[src/rtl/irq_pkg.sv]
package irq_pkg;

  typedef enum logic [1:0] {
    SRC_EXC  = 2'd0,
    SRC_NMI  = 2'd1,
    SRC_INTR = 2'd2,
    SRC_STEP = 2'd3
  } irq_src_e;

  typedef enum logic [2:0] {
    ST_IDLE  = 3'd0,
    ST_ACK   = 3'd1,
    ST_PUSH  = 3'd2,
    ST_FETCH = 3'd3,
    ST_DONE  = 3'd4
  } seq_st_e;

  localparam int PUSH_WORDS = 3;
  localparam int VEC_WORDS  = 2;

endpackage

[src/rtl/irq_nmi_latch.sv]
module irq_nmi_latch (
  input  logic clk,
  input  logic rst_n,
  input  logic nmi_in,
  input  logic take,
  output logic pend
);

  logic prev_q, pend_q, pend_d, edge_seen;

  assign edge_seen = nmi_in & ~prev_q;

  // a fresh edge wins over the clear of an older one
  always_comb begin
    pend_d = pend_q;
    if (take)      pend_d = 1'b0;
    if (edge_seen) pend_d = 1'b1;
  end

  always_ff @(posedge clk or negedge rst_n) begin
    if (!rst_n) begin
      prev_q <= 1'b0;
      pend_q <= 1'b0;
    end else begin
      prev_q <= nmi_in;
      pend_q <= pend_d;
    end
  end

  assign pend = pend_q;

endmodule

[src/rtl/irq_arbiter.sv]
module irq_arbiter
  import irq_pkg::*;
#(
  parameter int DW        = 16,
  parameter int TW        = 8,
  parameter int IF_BIT    = 9,
  parameter int TF_BIT    = 8,
  parameter int NMI_TYPE  = 2,
  parameter int STEP_TYPE = 1
) (
  input  logic          exc_req,
  input  logic [TW-1:0] exc_type,
  input  logic          nmi_pend,
  input  logic          intr_req,
  input  logic [DW-1:0] flags,
  output logic          any,
  output irq_src_e      src,
  output logic [TW-1:0] type_num
);

  logic intr_ok, step_ok;

  assign intr_ok = intr_req & flags[IF_BIT];
  assign step_ok = flags[TF_BIT];

  always_comb begin
    any      = 1'b1;
    src      = SRC_EXC;
    type_num = '0;
    if (exc_req) begin
      type_num = exc_type;
    end else if (nmi_pend) begin
      src      = SRC_NMI;
      type_num = TW'(NMI_TYPE);
    end else if (intr_ok) begin
      src      = SRC_INTR;
    end else if (step_ok) begin
      src      = SRC_STEP;
      type_num = TW'(STEP_TYPE);
    end else begin
      any      = 1'b0;
    end
  end

endmodule

[src/rtl/irq_entry_fsm.sv]
module irq_entry_fsm
  import irq_pkg::*;
#(
  parameter int DW     = 16,
  parameter int TW     = 8,
  parameter int IF_BIT = 9,
  parameter int TF_BIT = 8
) (
  input  logic          clk,
  input  logic          rst_n,
  input  logic          boundary,
  input  logic          req_any,
  input  irq_src_e      req_src,
  input  logic [TW-1:0] req_type,
  input  logic [TW-1:0] vec_in,
  input  logic [DW-1:0] flags_in,
  input  logic [DW-1:0] cs_in,
  input  logic [DW-1:0] ip_in,
  input  logic [DW-1:0] sp_in,
  input  logic          mem_ready,
  input  logic [DW-1:0] mem_rdata,
  output logic          accept,
  output logic          ack,
  output irq_src_e      ack_src,
  output logic          mem_req,
  output logic          mem_we,
  output logic [DW-1:0] mem_addr,
  output logic [DW-1:0] mem_wdata,
  output logic          done,
  output logic [DW-1:0] new_cs,
  output logic [DW-1:0] new_ip,
  output logic [DW-1:0] new_sp,
  output logic [DW-1:0] flags_out
);

  localparam int IDXW = 2;
  localparam logic [IDXW-1:0] PUSH_LAST = IDXW'(PUSH_WORDS - 1);
  localparam logic [IDXW-1:0] VEC_LAST  = IDXW'(VEC_WORDS - 1);
  localparam logic [DW-1:0]   WORD_B    = DW'(2);
  localparam logic [DW-1:0]   CLR_MASK  = ~((DW'(1) << IF_BIT) | (DW'(1) << TF_BIT));

  seq_st_e         st_q, st_d;
  logic [IDXW-1:0] idx_q, idx_d;
  irq_src_e        src_q, src_d;
  logic [TW-1:0]   type_q, type_d;
  logic [DW-1:0]   flags_q, cs_q, ip_q;
  logic [DW-1:0]   sp_q, sp_d;
  logic [DW-1:0]   ipn_q, csn_q;
  logic            cap_en, sp_en, ipn_en, csn_en;
  logic [DW-1:0]   vec_addr;

  assign accept = (st_q == ST_IDLE) & boundary & req_any;

  always_comb begin
    st_d   = st_q;
    idx_d  = idx_q;
    src_d  = src_q;
    type_d = type_q;
    sp_d   = sp_q;
    cap_en = 1'b0;
    sp_en  = 1'b0;
    ipn_en = 1'b0;
    csn_en = 1'b0;
    case (st_q)
      ST_IDLE: begin
        if (accept) begin
          st_d   = ST_ACK;
          src_d  = req_src;
          type_d = req_type;
          sp_d   = sp_in;
          sp_en  = 1'b1;
          cap_en = 1'b1;
        end
      end
      ST_ACK: begin
        if (src_q == SRC_INTR) type_d = vec_in;
        st_d  = ST_PUSH;
        idx_d = '0;
      end
      ST_PUSH: begin
        if (mem_ready) begin
          sp_d  = sp_q - WORD_B;
          sp_en = 1'b1;
          if (idx_q == PUSH_LAST) begin
            st_d  = ST_FETCH;
            idx_d = '0;
          end else begin
            idx_d = idx_q + 1'b1;
          end
        end
      end
      ST_FETCH: begin
        if (mem_ready) begin
          if (idx_q == '0) ipn_en = 1'b1;
          else             csn_en = 1'b1;
          if (idx_q == VEC_LAST) st_d = ST_DONE;
          else                   idx_d = idx_q + 1'b1;
        end
      end
      ST_DONE: st_d = ST_IDLE;
      default: st_d = ST_IDLE;
    endcase
  end

  always_ff @(posedge clk or negedge rst_n) begin
    if (!rst_n) begin
      st_q    <= ST_IDLE;
      idx_q   <= '0;
      src_q   <= SRC_EXC;
      type_q  <= '0;
      flags_q <= '0;
      cs_q    <= '0;
      ip_q    <= '0;
      sp_q    <= '0;
      ipn_q   <= '0;
      csn_q   <= '0;
    end else begin
      st_q   <= st_d;
      idx_q  <= idx_d;
      src_q  <= src_d;
      type_q <= type_d;
      if (cap_en) begin
        flags_q <= flags_in;
        cs_q    <= cs_in;
        ip_q    <= ip_in;
      end
      if (sp_en)  sp_q  <= sp_d;
      if (ipn_en) ipn_q <= mem_rdata;
      if (csn_en) csn_q <= mem_rdata;
    end
  end

  assign vec_addr = DW'({type_q, 2'b00}) + DW'({idx_q, 1'b0});

  always_comb begin
    mem_req   = 1'b0;
    mem_we    = 1'b0;
    mem_addr  = '0;
    mem_wdata = '0;
    if (st_q == ST_PUSH) begin
      mem_req  = 1'b1;
      mem_we   = 1'b1;
      mem_addr = sp_q - WORD_B;
      case (idx_q)
        2'd0:    mem_wdata = flags_q;
        2'd1:    mem_wdata = cs_q;
        default: mem_wdata = ip_q;
      endcase
    end else if (st_q == ST_FETCH) begin
      mem_req  = 1'b1;
      mem_addr = vec_addr;
    end
  end

  assign ack       = (st_q == ST_ACK);
  assign ack_src   = src_q;
  assign done      = (st_q == ST_DONE);
  assign new_cs    = csn_q;
  assign new_ip    = ipn_q;
  assign new_sp    = sp_q;
  assign flags_out = flags_q & CLR_MASK;

endmodule

[src/rtl/irq_entry_seq.sv]
module irq_entry_seq
  import irq_pkg::*;
#(
  parameter int DW        = 16,
  parameter int TW        = 8,
  parameter int IF_BIT    = 9,
  parameter int TF_BIT    = 8,
  parameter int NMI_TYPE  = 2,
  parameter int STEP_TYPE = 1
) (
  input  logic          clk,
  input  logic          rst_n,
  input  logic          insn_done,
  input  logic          exc_req,
  input  logic [TW-1:0] exc_type,
  input  logic          nmi_in,
  input  logic          intr_req,
  input  logic [TW-1:0] intr_vec,
  input  logic [DW-1:0] flags_in,
  input  logic [DW-1:0] cs_in,
  input  logic [DW-1:0] ip_in,
  input  logic [DW-1:0] sp_in,
  input  logic          mem_ready,
  input  logic [DW-1:0] mem_rdata,
  output logic          ack,
  output logic [1:0]    ack_src,
  output logic          mem_req,
  output logic          mem_we,
  output logic [DW-1:0] mem_addr,
  output logic [DW-1:0] mem_wdata,
  output logic          done,
  output logic [DW-1:0] new_cs,
  output logic [DW-1:0] new_ip,
  output logic [DW-1:0] new_sp,
  output logic [DW-1:0] flags_out
);

  logic          nmi_pend, req_any, accept, nmi_take;
  irq_src_e      req_src, src_out;
  logic [TW-1:0] req_type;

  assign nmi_take = accept & (req_src == SRC_NMI);

  irq_nmi_latch u_nmi (
    .clk    (clk),
    .rst_n  (rst_n),
    .nmi_in (nmi_in),
    .take   (nmi_take),
    .pend   (nmi_pend)
  );

  irq_arbiter #(
    .DW(DW), .TW(TW), .IF_BIT(IF_BIT), .TF_BIT(TF_BIT),
    .NMI_TYPE(NMI_TYPE), .STEP_TYPE(STEP_TYPE)
  ) u_arb (
    .exc_req  (exc_req),
    .exc_type (exc_type),
    .nmi_pend (nmi_pend),
    .intr_req (intr_req),
    .flags    (flags_in),
    .any      (req_any),
    .src      (req_src),
    .type_num (req_type)
  );

  irq_entry_fsm #(
    .DW(DW), .TW(TW), .IF_BIT(IF_BIT), .TF_BIT(TF_BIT)
  ) u_fsm (
    .clk       (clk),
    .rst_n     (rst_n),
    .boundary  (insn_done),
    .req_any   (req_any),
    .req_src   (req_src),
    .req_type  (req_type),
    .vec_in    (intr_vec),
    .flags_in  (flags_in),
    .cs_in     (cs_in),
    .ip_in     (ip_in),
    .sp_in     (sp_in),
    .mem_ready (mem_ready),
    .mem_rdata (mem_rdata),
    .accept    (accept),
    .ack       (ack),
    .ack_src   (src_out),
    .mem_req   (mem_req),
    .mem_we    (mem_we),
    .mem_addr  (mem_addr),
    .mem_wdata (mem_wdata),
    .done      (done),
    .new_cs    (new_cs),
    .new_ip    (new_ip),
    .new_sp    (new_sp),
    .flags_out (flags_out)
  );

  assign ack_src = src_out;

endmodule

[config.mk]
export PLATFORM = sky130hd
export DESIGN_NAME = irq_entry_seq
export DESIGN_NICKNAME = d
export VERILOG_FILES = /design/src/rtl/irq_pkg.sv /design/src/rtl/irq_nmi_latch.sv /design/src/rtl/irq_arbiter.sv /design/src/rtl/irq_entry_fsm.sv /design/src/rtl/irq_entry_seq.sv
export SDC_FILE = /design/constraint.sdc
export NUM_CORES = 1
export LEC_CHECK = 0
export BUFFER_PORTS_ARGS = -buffer_cell sky130_fd_sc_hd__buf_2
export CAP_MARGIN = 20
export CORE_MARGIN = 8
export CORE_UTILIZATION = 46
export DETAILED_ROUTE_END_ITERATION = 8
export PLACE_DENSITY = 0.77
export SKIP_LAST_GASP = 1
export SYNTH_ARGS = -nofsm -noshare
export SYNTH_HDL_FRONTEND = slang
export SYNTH_SLANG_ARGS = --single-unit
export TNS_END_PERCENT = 5
[constraint.sdc]
create_clock -name clk -period 2.2 [get_ports clk]
set_clock_uncertainty 0.1 [all_clocks]
set_input_delay 0.55 -clock clk [delete_from_list [all_inputs] [get_ports clk]]
set_output_delay 0.55 -clock clk [all_outputs]
set_load 0.01 [all_outputs]
==> After elaboration in Yosys (flattened, before gate mapping) <==
Cells that the tools add are included.
{ "word_totals": {"rom_bits": 0, "mem_bits_rw": 0, "memories": 0, "latchBits": 0, "reg_bits": 113, "elab_cells": 95, "output_inout_bits": 102} }
{ "op_classes": {"mux": 48, "n_div": 0, "bitwise": 6, "addsub": 3, "shifts": 0, "eq_ne": 15, "reduce_logical": 11, "magnitude_cmp": 0, "n_mul": 0} }
{ "ops": {"columns": ["operator", "n"], "rows": [
  ["16-bit 2-to-1 mux", 5],
  ["16-bit case mux with 2 select lines", 2],
  ["8-bit 2-to-1 mux", 5],
  ["1-bit 2-to-1 mux", 19],
  ["2-bit 2-to-1 mux", 8],
  ["8-bit case mux with 2 select lines", 1],
  ["16-bit by 2-bit subtractor with 16-bit output (second input constant)", 1],
  ["3-bit 2-to-1 mux", 5],
  ["3-bit case mux with 4 select lines", 1],
  ["10-bit by 3-bit adder with 11-bit output", 1],
  ["2-bit != test (second input constant)", 4],
  ["4-bit AND reduction", 2],
  ["3-bit by 2-bit equality test with 1-bit output (second input constant)", 2],
  ["2-bit by 1-bit != test with 1-bit output (second input constant)", 3],
  ["2-bit case mux with 3 select lines", 1],
  ["2-bit nonzero test", 3],
  ["1-bit AND", 5],
  ["5-bit AND reduction", 1],
  ["2-bit by 1-bit equality test with 1-bit output (second input constant)", 2],
  ["2-bit equality test (second input constant)", 2],
  ["3-bit by 1-bit equality test with 1-bit output (second input constant)", 1],
  ["3-bit equality test (second input constant)", 1],
  ["3-bit zero test", 1],
  ["3-bit AND reduction", 1],
  ["6 further kinds", 6]
]} }

==> Depth between registers and ports, before layout <==
Gate-level depths: netlist of run 1.
{ "depth": {"word_depth": 8, "depth_mapped": 7} }

==> Hierarchy <==
Synthesis of run 1 repeated with hierarchy kept, for this count alone.
{ "unflattened": {"hier_cells": 519, "hier_area_um2": 5836.8} }
{ "by_module_without_submodules": {"columns": ["mod", "seq_area_each_um2", "n_inst", "cells_each", "area_each_um2"], "rows": [
  ["irq_entry_fsm", 2777.7, 1, 498, 5644.2],
  ["irq_arbiter", 0.0, 1, 15, 113.9],
  ["irq_nmi_latch", 50.0, 1, 5, 70.1],
  ["irq_entry_seq", 0.0, 1, 1, 8.8]
]} }

==> Least setup slack after synthesis of run 1 <==
Ideal clock, no wire load.
{ "synth_timing": {"kind": "flip-flop to output port", "from": "register u_fsm.idx_q[0]", "to": "output mem_wdata[10]", "arrival_ns": 1.702, "n_path_buf": 2, "path_slack_ns": -0.152, "path_stages_with_launch": 8, "cell_sequence": "dfrtp_1 > inv_1 > ha_1 > clkbuf_1 > nor2_1 > clkbuf_1 > nand2_1 > a21oi_1"} }
{ "synth_via": {"elab_chain_len": 3} }
{ "synth_rtl": {"columns": ["item", "line_no", "source"], "rows": [
  ["start: declaration", "irq_entry_fsm.sv:43", "logic [IDXW-1:0] idx_q, idx_d;"],
  ["start signal: assignment", "irq_entry_fsm.sv:119", "idx_q <= idx_d;"],
  ["2-bit by 1-bit equality test with 1-bit output / 2-bit zero test (equally long branches)", "irq_entry_fsm.sv:144", "case (idx_q)"],
  ["16-bit case mux with 2 select lines (*)", "irq_entry_fsm.sv:144", null],
  ["16-bit 2-to-1 mux (*)", "irq_entry_fsm.sv:140", "if (st_q == ST_PUSH) begin"],
  ["end: declaration", "irq_entry_seq.sv:30", "output logic [DW-1:0] mem_wdata,"]
]} }
Mark *: on every way between the ends. The rest lies on a longest branch, timed or not.

==> Final worst setup path of run 1 <==
{ "layout_timing": {"from": "register u_fsm.sp_q[2] (netlist: u_fsm.new_sp[2])", "to": "output mem_addr[12]"} }
{ "layout_via": {"elab_chain_len": 2} }
{ "layout_rtl": {"columns": ["item", "line_no", "source"], "rows": [
  ["start: declaration", "irq_entry_fsm.sv:47", "logic [DW-1:0] sp_q, sp_d;"],
  ["start signal: assignment", "irq_entry_fsm.sv:127", "if (sp_en) sp_q <= sp_d;"],
  ["16-bit by 2-bit subtractor with 16-bit output", "irq_entry_fsm.sv:143", "mem_addr = sp_q - WORD_B;"],
  ["16-bit 2-to-1 mux", "irq_entry_fsm.sv:140", null],
  ["end: declaration", "irq_entry_seq.sv:29", "output logic [DW-1:0] mem_addr,"]
]} }
No other way between the ends.

==> metrics.txt, run 1 <==
outcome complete, but fails checks; failing checks negative setup slack; worst path required time 1.55 ns; Remaining DRCs 0; Post-synth top flop dfrtp_1; H-tree Lvls 4; clk slew on worst S/H paths 0.05 ns; Post-synth ARST share 100.0%; clock sinks 113; max_cap viols 0; # hold bufs at CTS 0; P&R area growth vs syn 39.95%; ANT nets after route 0; post-DP HPWL 12,750 um; Die X 129.0 um; total power 12,950 uW; vias in the first global route 5,715; layout cells sized above 1 42.62%; Pre-antenna DRT Iters 6; CP Max Fanout 6; Worst R2R Setup Slack -0.45 ns; CP Launch Type flip-flop; final hold violation count 0; max-slew violation count 0; Setup CP Type reg2out; PwrDens 1576 nW/um^2; DRT iter0 DRCs 385; FF-to-FF End u_fsm.new_sp[9]$_DFFE_PN0P_; total wire length 18,010 um; Die Span Y 129.0 um; number of flops mapped to enable cells by yosys 0; GPL Wtd Cong 0.8870; Synth cell types 56; hold crit path type in2async; final setup fails 36; #FFs+latches synth 113; total CTS buffers 17; RR Startpoint u_fsm.new_sp[2]$_DFFE_PN0P_; Synth Area in Compound Gates 13.30%; mux contribution to synthesized area 7.032%; Slew HR 57.92%; Via-to-Cell Ratio 5.258; final clock period utilization by the worst path 121.2%; initial core utilization 46.72%; Rows 41; Post-Synth XOR/XNOR Area 2.237%; largest family of logic cells by synthesized area simple AND/OR/NAND/NOR gates; CP arrival 2.02 ns; leakage power 0.004071 uW; Worst Tran Pin Value 0.6312 ns; Clock Tree Root clkbuf_16; Seq/Total Area, Yosys 48.16%; end point of the critical path mem_addr[12]; YS warnings 0; Nets 985; Mapped Area 5872 um^2; GRT overflow 0; core footprint 12,570 um^2; top-level I/O count 205; first-pass GRT wire length 28,320 um; RSZ-0062 raised after global routing true; Post-Synth Adder-Cell Area 1.492%; syn_area_per_cell 9.233 um^2; R2R cell count 17; clock tree buffer depth 2; setup ws final -0.4657 ns; worst skew pair latency 0.41 ns; Antenna diodes 0; CP startpoint u_fsm.new_sp[2]$_DFFE_PN0P_; GRT Total Usage 21.73%; average routed wire per standard cell 17.01 um; Peak VDD IR 0.7737 mV; IO buf count 202; Max Clock Freq 0.3751 GHz; simple logic cell fraction of the synthesized area 21.71%; crit end category output pin; CTS tree done; min cycle time layout 2.666 ns; initial antenna violation count 2; full die area 16,640 um^2; DR vias 5,568; hold_ws 0.08141 ns; Syn Inst Count 636; largest net degree at the start of global routing 114
-- layer usage --
metal  global-route usage [%]  part of all wire [%]
met1                    26.79                    42
met3                    6.620                   8.8
met2                    33.96                    47
met4                    10.78                   2.2
met5                        0                  0.13
-- sequential cells by signal, summed over array words and instances, names as in the netlist --
register       cells
u_fsm.new_sp      16
u_fsm.flags_q     16
u_fsm.ip_q        16
u_fsm.new_cs      16
u_nmi.pend         1
u_fsm.st_q         3
u_nmi.prev_q       1
u_fsm.idx_q        2
u_fsm.type_q       8
u_fsm.new_ip      16
u_fsm.cs_q        16
u_fsm.ack_src      2
-- power breakdown --
group | leakage, uW | internal [uW] | switching, uW
logic | 0.00242 | 2900 | 3740
registers | 0.00137 | 3070 | 709
clock network | 0.000277 | 1650 | 885
total | 0.00407 | 7620 | 5340
-- layout by cell type (no fill, tap or decap), drive strengths merged, types with 3 or more instances in the layout --
master | Yosys | layout
xor2 | 8 | 8
nand3 | 17 | 17
inv | 10 | 10
a31oi | 12 | 12
a211oi | 7 | 7
nor3 | 8 | 8
dfrtp | 113 | 113
a21oi | 34 | 34
ha | 7 | 7
xnor2 | 7 | 7
mux2 | 34 | 34
nand4 | 4 | 4
buf | 36 | 272
nor2 | 42 | 42
nand2 | 184 | 184
nor3b | 5 | 5
mux2i | 3 | 3
a22oi | 18 | 18
nand2b | 3 | 3
o22a | 3 | 3
o21ai | 20 | 20
clkbuf | 17 | 25
nor2b | 3 | 3
clkinv | 0 | 5
or4 | 4 | 4
-- area by class of cell --
cell class	instances	area, um^2
clock buffers	25	495.5
clock inverters	6	55.05
fillers	1035	4350
inverters	10	37.54
multi-input cells	461	2994
flip-flops and latches	113	2828
well taps	172	215.2
repair buffers	272	1593
-- metrics by stage --
step	setup WS, ns	instances	util (%)	TNS (ns)	instance area (um^2)
after floorplan	-0.05418	637	-	-1.147	6135
after global placement	-0.09447	1014	59.63	-0.2290	7495
after detailed placement	-0.1520	1014	59.63	-0.5046	7495
after CTS	-0.5048	1054	64.70	-12.86	8132
after global routing	-0.5665	1059	65.39	-16.27	8218
final	-0.4657	1059	65.39	-12.01	8218
-- worst min-delay path by stage --
stage / start / end / slack [ns] / depth (start not counted)
global route: rst_n / u_fsm.new_sp[9]$_DFFE_PN0P_ / 0.13 / 2
CTS: nmi_in / u_nmi.prev_q$_DFF_PN0_ / 0.14 / 1
global placement: u_fsm.cs_q[4]$_DFFE_PN0P_ / u_fsm.cs_q[4]$_DFFE_PN0P_ / 0.36 / 2
finish: rst_n / u_fsm.new_sp[9]$_DFFE_PN0P_ / 0.08 / 2
detailed placement: u_fsm.cs_q[13]$_DFFE_PN0P_ / u_fsm.cs_q[13]$_DFFE_PN0P_ / 0.36 / 2
floorplan: rst_n / u_fsm.ack_src[0]$_DFFE_PN0P_ / 0.15 / 0
-- critical path: stages (launching register included) --
cell and delay, ns:
dfrtp_1 0.41, buf_4 0.16, nor3_2 0.18, buf_4 0.18, nand3_1 0.09, or3_1 0.34
nand2_1 0.10, buf_2 0.13
-- what timing repair did --
item / 4_1_cts / 5_1_grt
setup buffers: 9 / 5
gates resized for setup: 4 / 9
setup endpoints to repair: 35 / 41
pin swaps: 2 / 3
-- cells by family (layout without fill, tap and decap cells) --
logic type	after synthesis	count (layout)
and+or+nand+nor	286	286
buffers and inverters	63	313
xor gates and xnor gates	15	15
muxes	37	37
DFF	113	113
other	1	2
adders and majority gates	7	7
AOI/OAI and AO/OA	114	114
-- synthesized netlist by cell type, types with 4 or more instances --
library cell,count,area [um^2]
clkbuf_1,17,63.81
inv_1,10,37.54
xnor2_1,7,61.31
buf_2,12,60.06
o21ai_0,19,95.09
nor3_1,7,35.03
a31oi_1,11,68.82
nand3_1,17,85.08
mux2_2,34,382.9
nand2_1,184,690.7
a211oi_1,7,52.55
buf_4,21,157.7
or4_1,4,30.03
a21oi_1,33,165.2
xor2_1,8,70.07
nor3b_1,5,37.54
nand4_1,4,25.02
ha_1,7,87.58
nor2_1,41,153.9
a22oi_1,18,135.1
dfrtp_1,113,2828
(Power assumes the default switching activity.)
==> run 2: changes to the inputs <==
--- a/config.mk
+++ b/config.mk
@@ -7,5 +7,5 @@
 export LEC_CHECK = 0
 export BUFFER_PORTS_ARGS = -buffer_cell sky130_fd_sc_hd__buf_2
-export CAP_MARGIN = 20
+export CAP_MARGIN = 0
 export CORE_MARGIN = 8
 export CORE_UTILIZATION = 46
==> constraint.sdc (replaced) <==
create_clock -name clk -period 2.2 [get_ports clk]
set_clock_uncertainty 0.1 [all_clocks]
set_input_delay 0.22 -clock clk [delete_from_list [all_inputs] [get_ports clk]]
set_output_delay 0.22 -clock clk [all_outputs]
set_load 0.01 [all_outputs]
==> run 2 against run 1 <==
The run still ends with negative setup slack left. Combinational power down 9.2%. Flip-flop and latch count is the same. Critical path depth shrank 1. Die area unchanged. Via count rose by 3.5%. Global-route usage rose by 1.2 points. Sequential power rose by 3%. Largest power group unchanged.
==> metrics.txt, run 2 (same netlist as run 1, synthesis figures left out) <==
ANT nets after route 0; clock sinks 113; Nets 1,041; Slew HR 60.40%; commonest non-fill, non-tap cell in the layout buf_2; min cycle time layout 2.430 ns; RSZ-0062 raised after global routing true; failing checks negative setup slack; initial antenna violation count 2; Pre-antenna DRT Iters 5; FF-to-FF End u_fsm.type_q[5]$_DFFE_PN0P_; P&R area growth vs syn 47.07%; Max stage delay cell, worst path dfrtp_2; average routed wire per standard cell 17.15 um; GRT overflow 0; Rows 41; post-route cell area 8636 um^2; leakage power 0.004240 uW; Max Clock Freq 0.4115 GHz; post-DP HPWL 12,760 um; Die Span Y 129.0 um; total CTS buffers 17; max_cap viols 0; CP arrival 2.11 ns; CP Cell Sequence nor4_4, buf_4, nand3_1, or3_1, nand2_1, buf_2; total power 12,480 uW; max-slew violation count 0; clock tree buffer depth 2; H-tree Lvls 4; Clock Tree Root clkbuf_16; GPL Wtd Cong 0.8867; final clock period utilization by the worst path 110.5%; Worst Tran Pin Value 0.5940 ns; worst path required time 1.88 ns; Worst R2R Setup Slack 0.15 ns; outcome complete, but fails checks; worst skew pair latency 0.41 ns; largest stage delay on the critical path 0.44 ns; family with the most delay on the worst path simple AND/OR/NAND/NOR gates; core footprint 12,570 um^2; setup ws final -0.2299 ns; final hold violation count 0; end point of the critical path mem_addr[12]; full die area 16,640 um^2; CP startpoint u_fsm.new_sp[6]$_DFFE_PN0P_; largest net degree at the start of global routing 51; CTS tree done; hold crit path type in2reg; Peak VDD IR 0.7739 mV; total wire length 19,140 um; DRT iter0 DRCs 336; CP Launch Type flip-flop; crit end category output pin; initial core utilization 46.72%; DR vias 5,765; clk slew on worst S/H paths 0.05 ns; layout cells sized above 1 36.59%; Die X 129.0 um; Setup CP Type reg2out; CP Max Fanout 6; RR Startpoint u_fsm.st_q[2]$_DFFE_PN0P_; Cell Area, Placed 7087 um^2; final setup fails 17; first-pass GRT wire length 29,940 um; vias in the first global route 5,892; Crit path depth 6; PwrDens 1445 nW/um^2; Remaining DRCs 0; FILL cells 949; Via-to-Cell Ratio 5.166; GRT Total Usage 22.92%; commonest cells after routing, fill and taps aside buf_2, nand2_1, dfrtp_1, dlygate4sd3_1, buf_4; R2R cell count 5; IO buf count 202; CP Buf/Inv Count 2; top-level I/O count 205
==> run 2: cell count changes in the layout (fill, tap and decap cells not counted), sizes merged <==
cell | before | now
buf | 272 | 247
dlygate4sd3 | 0 | 81
clkinvlp | 0 | 3
clkbuf | 25 | 21
diode | 0 | 1
clkinv | 5 | 6
==> run 2: layout make-up <==
class,count,area (um^2),share of cell area [%]
clock inverters,10,86.33,0.9997
multi-input cells,461,2800,32.43
diodes,1,2.502,0.02898
well taps,172,215.2,2.492
flip-flops and latches,113,2835,32.83
repair buffers,328,2188,25.34
inverters,10,37.54,0.4347
clock buffers,21,470.5,5.448
==> run 2: report_power, final <==
part | internal, uW | leakage, uW | switching (uW) | total (uW)
Combinational | 2700 | 0.00260 | 3330 | 6030
Sequential | 3080 | 0.00137 | 819 | 3900
Clock | 1620 | 0.000270 | 930 | 2550
Total | 7400 | 0.00424 | 5080 | 12500
==> run 2: worst min-delay path by stage <==
stage	startpoint	endpoint	slack, ns	cells after the start
2_1_floorplan	rst_n	u_fsm.ack_src[0]$_DFFE_PN0P_	-0.18	0
3_3_place_gp	rst_n	u_fsm.new_sp[4]$_DFFE_PN0P_	0.15	1
3_5_place_dp	rst_n	u_fsm.new_sp[5]$_DFFE_PN0P_	0.14	1
4_1_cts	sp_in[2]	u_fsm.new_sp[2]$_DFFE_PN0P_	0.005	3
5_1_grt	sp_in[13]	u_fsm.new_sp[13]$_DFFE_PN0P_	0.02	3
6_report	sp_in[2]	u_fsm.new_sp[2]$_DFFE_PN0P_	0.02	3
==> run 2: per-stage QoR <==
step,setup WS [ns],util (%),setup TNS (ns),hold slack [ns],std cells
detailed placement,0.1182,56.39,0,0.1438,994
CTS,-0.1416,68.46,-1.489,0.005253,1112
floorplan,0.1779,-,0,-0.1756,637
global route,-0.2630,68.71,-4.766,0.01812,1116
finish,-0.2299,68.71,-2.325,0.02155,1116
global placement,0.1430,56.39,0,0.1459,994
==> run 2: repair_timing <==
action,4_1_cts,5_1_grt
resized for setup,27,4
hold buffers,81,0
setup endpoints to repair,31,31
gates cloned,0,1
hold endpoints to repair,130,0
buffers inserted,6,2
pin swaps,6,2
==> run 2: worst min-delay path: stages <==
cell and delay (ns):
buf_2 0.09, a211oi_1 0.06, a21oi_1 0.11
==> run 2: routing by layer <==
layer | up-vias | part of all wire, % | track usage, %
met1 | 2747 | 42 | 27.22
li1 | 2753 | - | -
met4 | 2 | 2.6 | 9.330
met2 | 217 | 49 | 38.27
met3 | 46 | 6.8 | 6.578
met5 | - | 0.068 | 0
==> run 3: changes to the inputs <==
- ABC_AREA: unset -> 0
- CORE_MARGIN: 8 -> unset
- CORE_UTILIZATION: 46 -> 41
- PLACE_DENSITY: 0.77 -> 0.7
==> run 3 against run 2 <==
The flow still finishes with violations (negative setup slack). Worst hold slack worse by 0.0056 ns. Non-clock buffer count down 1. Count of clock-buffer cells in the layout unchanged. Design area is 0.77% higher. Utilization fell by 6.3 points. Register-to-register slack about the same. First-iteration DRC count stayed put. Critical endpoint is now mem_addr[8]. Highest routed layer is now met4.
==> metrics.txt, run 3 (same netlist as run 1, synthesis figures left out) <==
commonest cells after routing, fill and taps aside buf_2, nand2_1, dfrtp_1, dlygate4sd3_1; CP Cell Sequence or4_4, nor3b_2, nor3_1, a211oi_1, buf_2; largest net degree at the start of global routing 114; GPL Wtd Cong 0.8829; max-slew violation count 0; Clock Tree Root clkbuf_16; first-pass GRT wire length 28,890 um; final setup fails 30; core footprint 13,930 um^2; commonest non-fill, non-tap cell in the layout buf_2; Max stage delay cell, worst path or4_4; max_cap viols 0; failing checks negative setup slack; total CTS buffers 17; hold_sp sp_in[7]; layout cells sized above 1 36.16%; hold depth 3; RSZ-0062 raised after global routing true; largest stage delay on the critical path 0.59 ns; Rows 43; Antenna diodes 0; DRT iter0 DRCs 336; CP arrival 2.06 ns; FF-to-FF End u_fsm.new_sp[14]$_DFFE_PN0P_; full die area 14,800 um^2; Die Span Y 121.7 um; CP Buf/Inv Count 1; leakage power 0.004245 uW; initial core utilization 42.14%; RR Startpoint u_fsm.new_sp[6]$_DFFE_PN0P_; Nets 1,040; PwrDens 1448 nW/um^2; Sequential cell area 2834 um^2; post-DP HPWL 11,220 um; CP Launch Type flip-flop; family with the most delay on the worst path simple AND/OR/NAND/NOR gates; P&R area growth vs syn 48.20%; GRT overflow 0; H-tree Lvls 4; outcome complete, but fails checks; clock tree buffer depth 2; Setup CP Type reg2out; ANT nets after route 0; final hold violation count 0; Remaining DRCs 0; Pre-antenna DRT Iters 5; worst path required time 1.88 ns; CTS tree done; clock sinks 113; Via-to-Cell Ratio 5.117; min cycle time layout 2.382 ns; IO buf count 202; CP Max Fanout 4; top-level I/O count 205; initial antenna violation count 1; DR vias 5,746; area occupied by multi-input gates 2786 um^2; hold crit path type in2reg; post-route insts no fill 1,123; vias in the first global route 5,905; setup ws final -0.1815 ns; hold path endpoint u_fsm.new_sp[7]$_DFFE_PN0P_; Slew HR 55.90%; Worst Tran Pin Value 0.6614 ns; R2R cell count 7; Worst R2R Setup Slack 0.15 ns; worst skew pair latency 0.41 ns; FILL cells 1,138; final clock period utilization by the worst path 108.3%; Placed Cells 998; crit end category output pin; Die X 121.7 um; Core Util, Final 62.45%; average routed wire per standard cell 15.80 um; clk slew on worst S/H paths 0.05 ns; Peak VDD IR 0.7759 mV; total wire length 17,750 um; GRT Total Usage 25.17%; Max Clock Freq 0.4199 GHz
[run 3: changes by cell type in the layout (fill, tap and decap cells not counted), sizes merged]
cell         before  now
clkinv            6    2
bufinv            1    2
dlygate4sd3      81   80
diode             1    0
clkinvlp          3    7
[run 3: area by class of cell]
cell class              count  area share [%]
flip-flops and latches    113           32.57
clock buffers              21           5.406
inverters                  10          0.5176
repair buffers            327           25.42
clock inverters            11           1.481
multi-input cells         461           32.02
well taps                 180           2.588
[run 3: what timing repair did]
item / 4_1_cts / 5_1_grt
hold endpoints to repair: 204 / 0
pin swaps: 6 / 2
endpoints found under the setup margin: 30 / 31
hold buffers: 80 / 0
cloned: 1 / 0
buffers inserted: 12 / 0
gates resized for setup: 22 / 3
[run 3: tightest hold or removal path, cell delays in order]
cell     delay (ns)
buf_2          0.07
a21oi_1        0.04
o21ai_0        0.15
[run 3: how the worst max path moves through the flow]
stage | startpoint | endpoint | slack, ns | depth (start not counted)
final | u_fsm.new_sp[5]$_DFFE_PN0P_ | mem_addr[8] | -0.18 | 5
after detailed placement | u_fsm.new_sp[6]$_DFFE_PN0P_ | mem_addr[9] | 0.12 | 5
after floorplan | u_fsm.idx_q[0]$_DFFE_PN0P_ | mem_wdata[10] | 0.18 | 7
after global routing | u_fsm.new_sp[5]$_DFFE_PN0P_ | mem_addr[8] | -0.28 | 5
after CTS | u_fsm.new_sp[5]$_DFFE_PN0P_ | mem_addr[9] | -0.17 | 5
after global placement | u_fsm.new_sp[6]$_DFFE_PN0P_ | mem_addr[9] | 0.17 | 5
[run 3: power by group]
group	switching (uW)	leakage (uW)	internal, uW
clock network	988	0.000278	1760
registers	808	0.00137	3070
logic	3270	0.00260	2690
[run 3: metrics by stage]
stage | area (um^2) | worst slack [ns] | power (uW) | setup TNS (ns) | hold WS, ns
6_report | 8702 | -0.1815 | 12600 | -2.628 | 0.01593
5_1_grt | 8702 | -0.2752 | 13510 | -6.618 | 0.01204
4_1_cts | 8690 | -0.1670 | 12580 | -2.949 | 0.0009258
3_5_place_dp | 7104 | 0.1178 | 9376 | 0 | 0.2499
3_3_place_gp | 7104 | 0.1689 | 9236 | 0 | 0.2471
2_1_floorplan | 5876 | 0.1779 | 7282 | 0 | -0.1756
[run 3: routing by layer]
metal	up-vias	part of all wire, %	track usage [%]
met5	-	0	0
met2	237	47	41.16
li1	2754	-	-
met3	36	7.1	8.006
met1	2719	43	31.01
met4	0	2.3	9.336
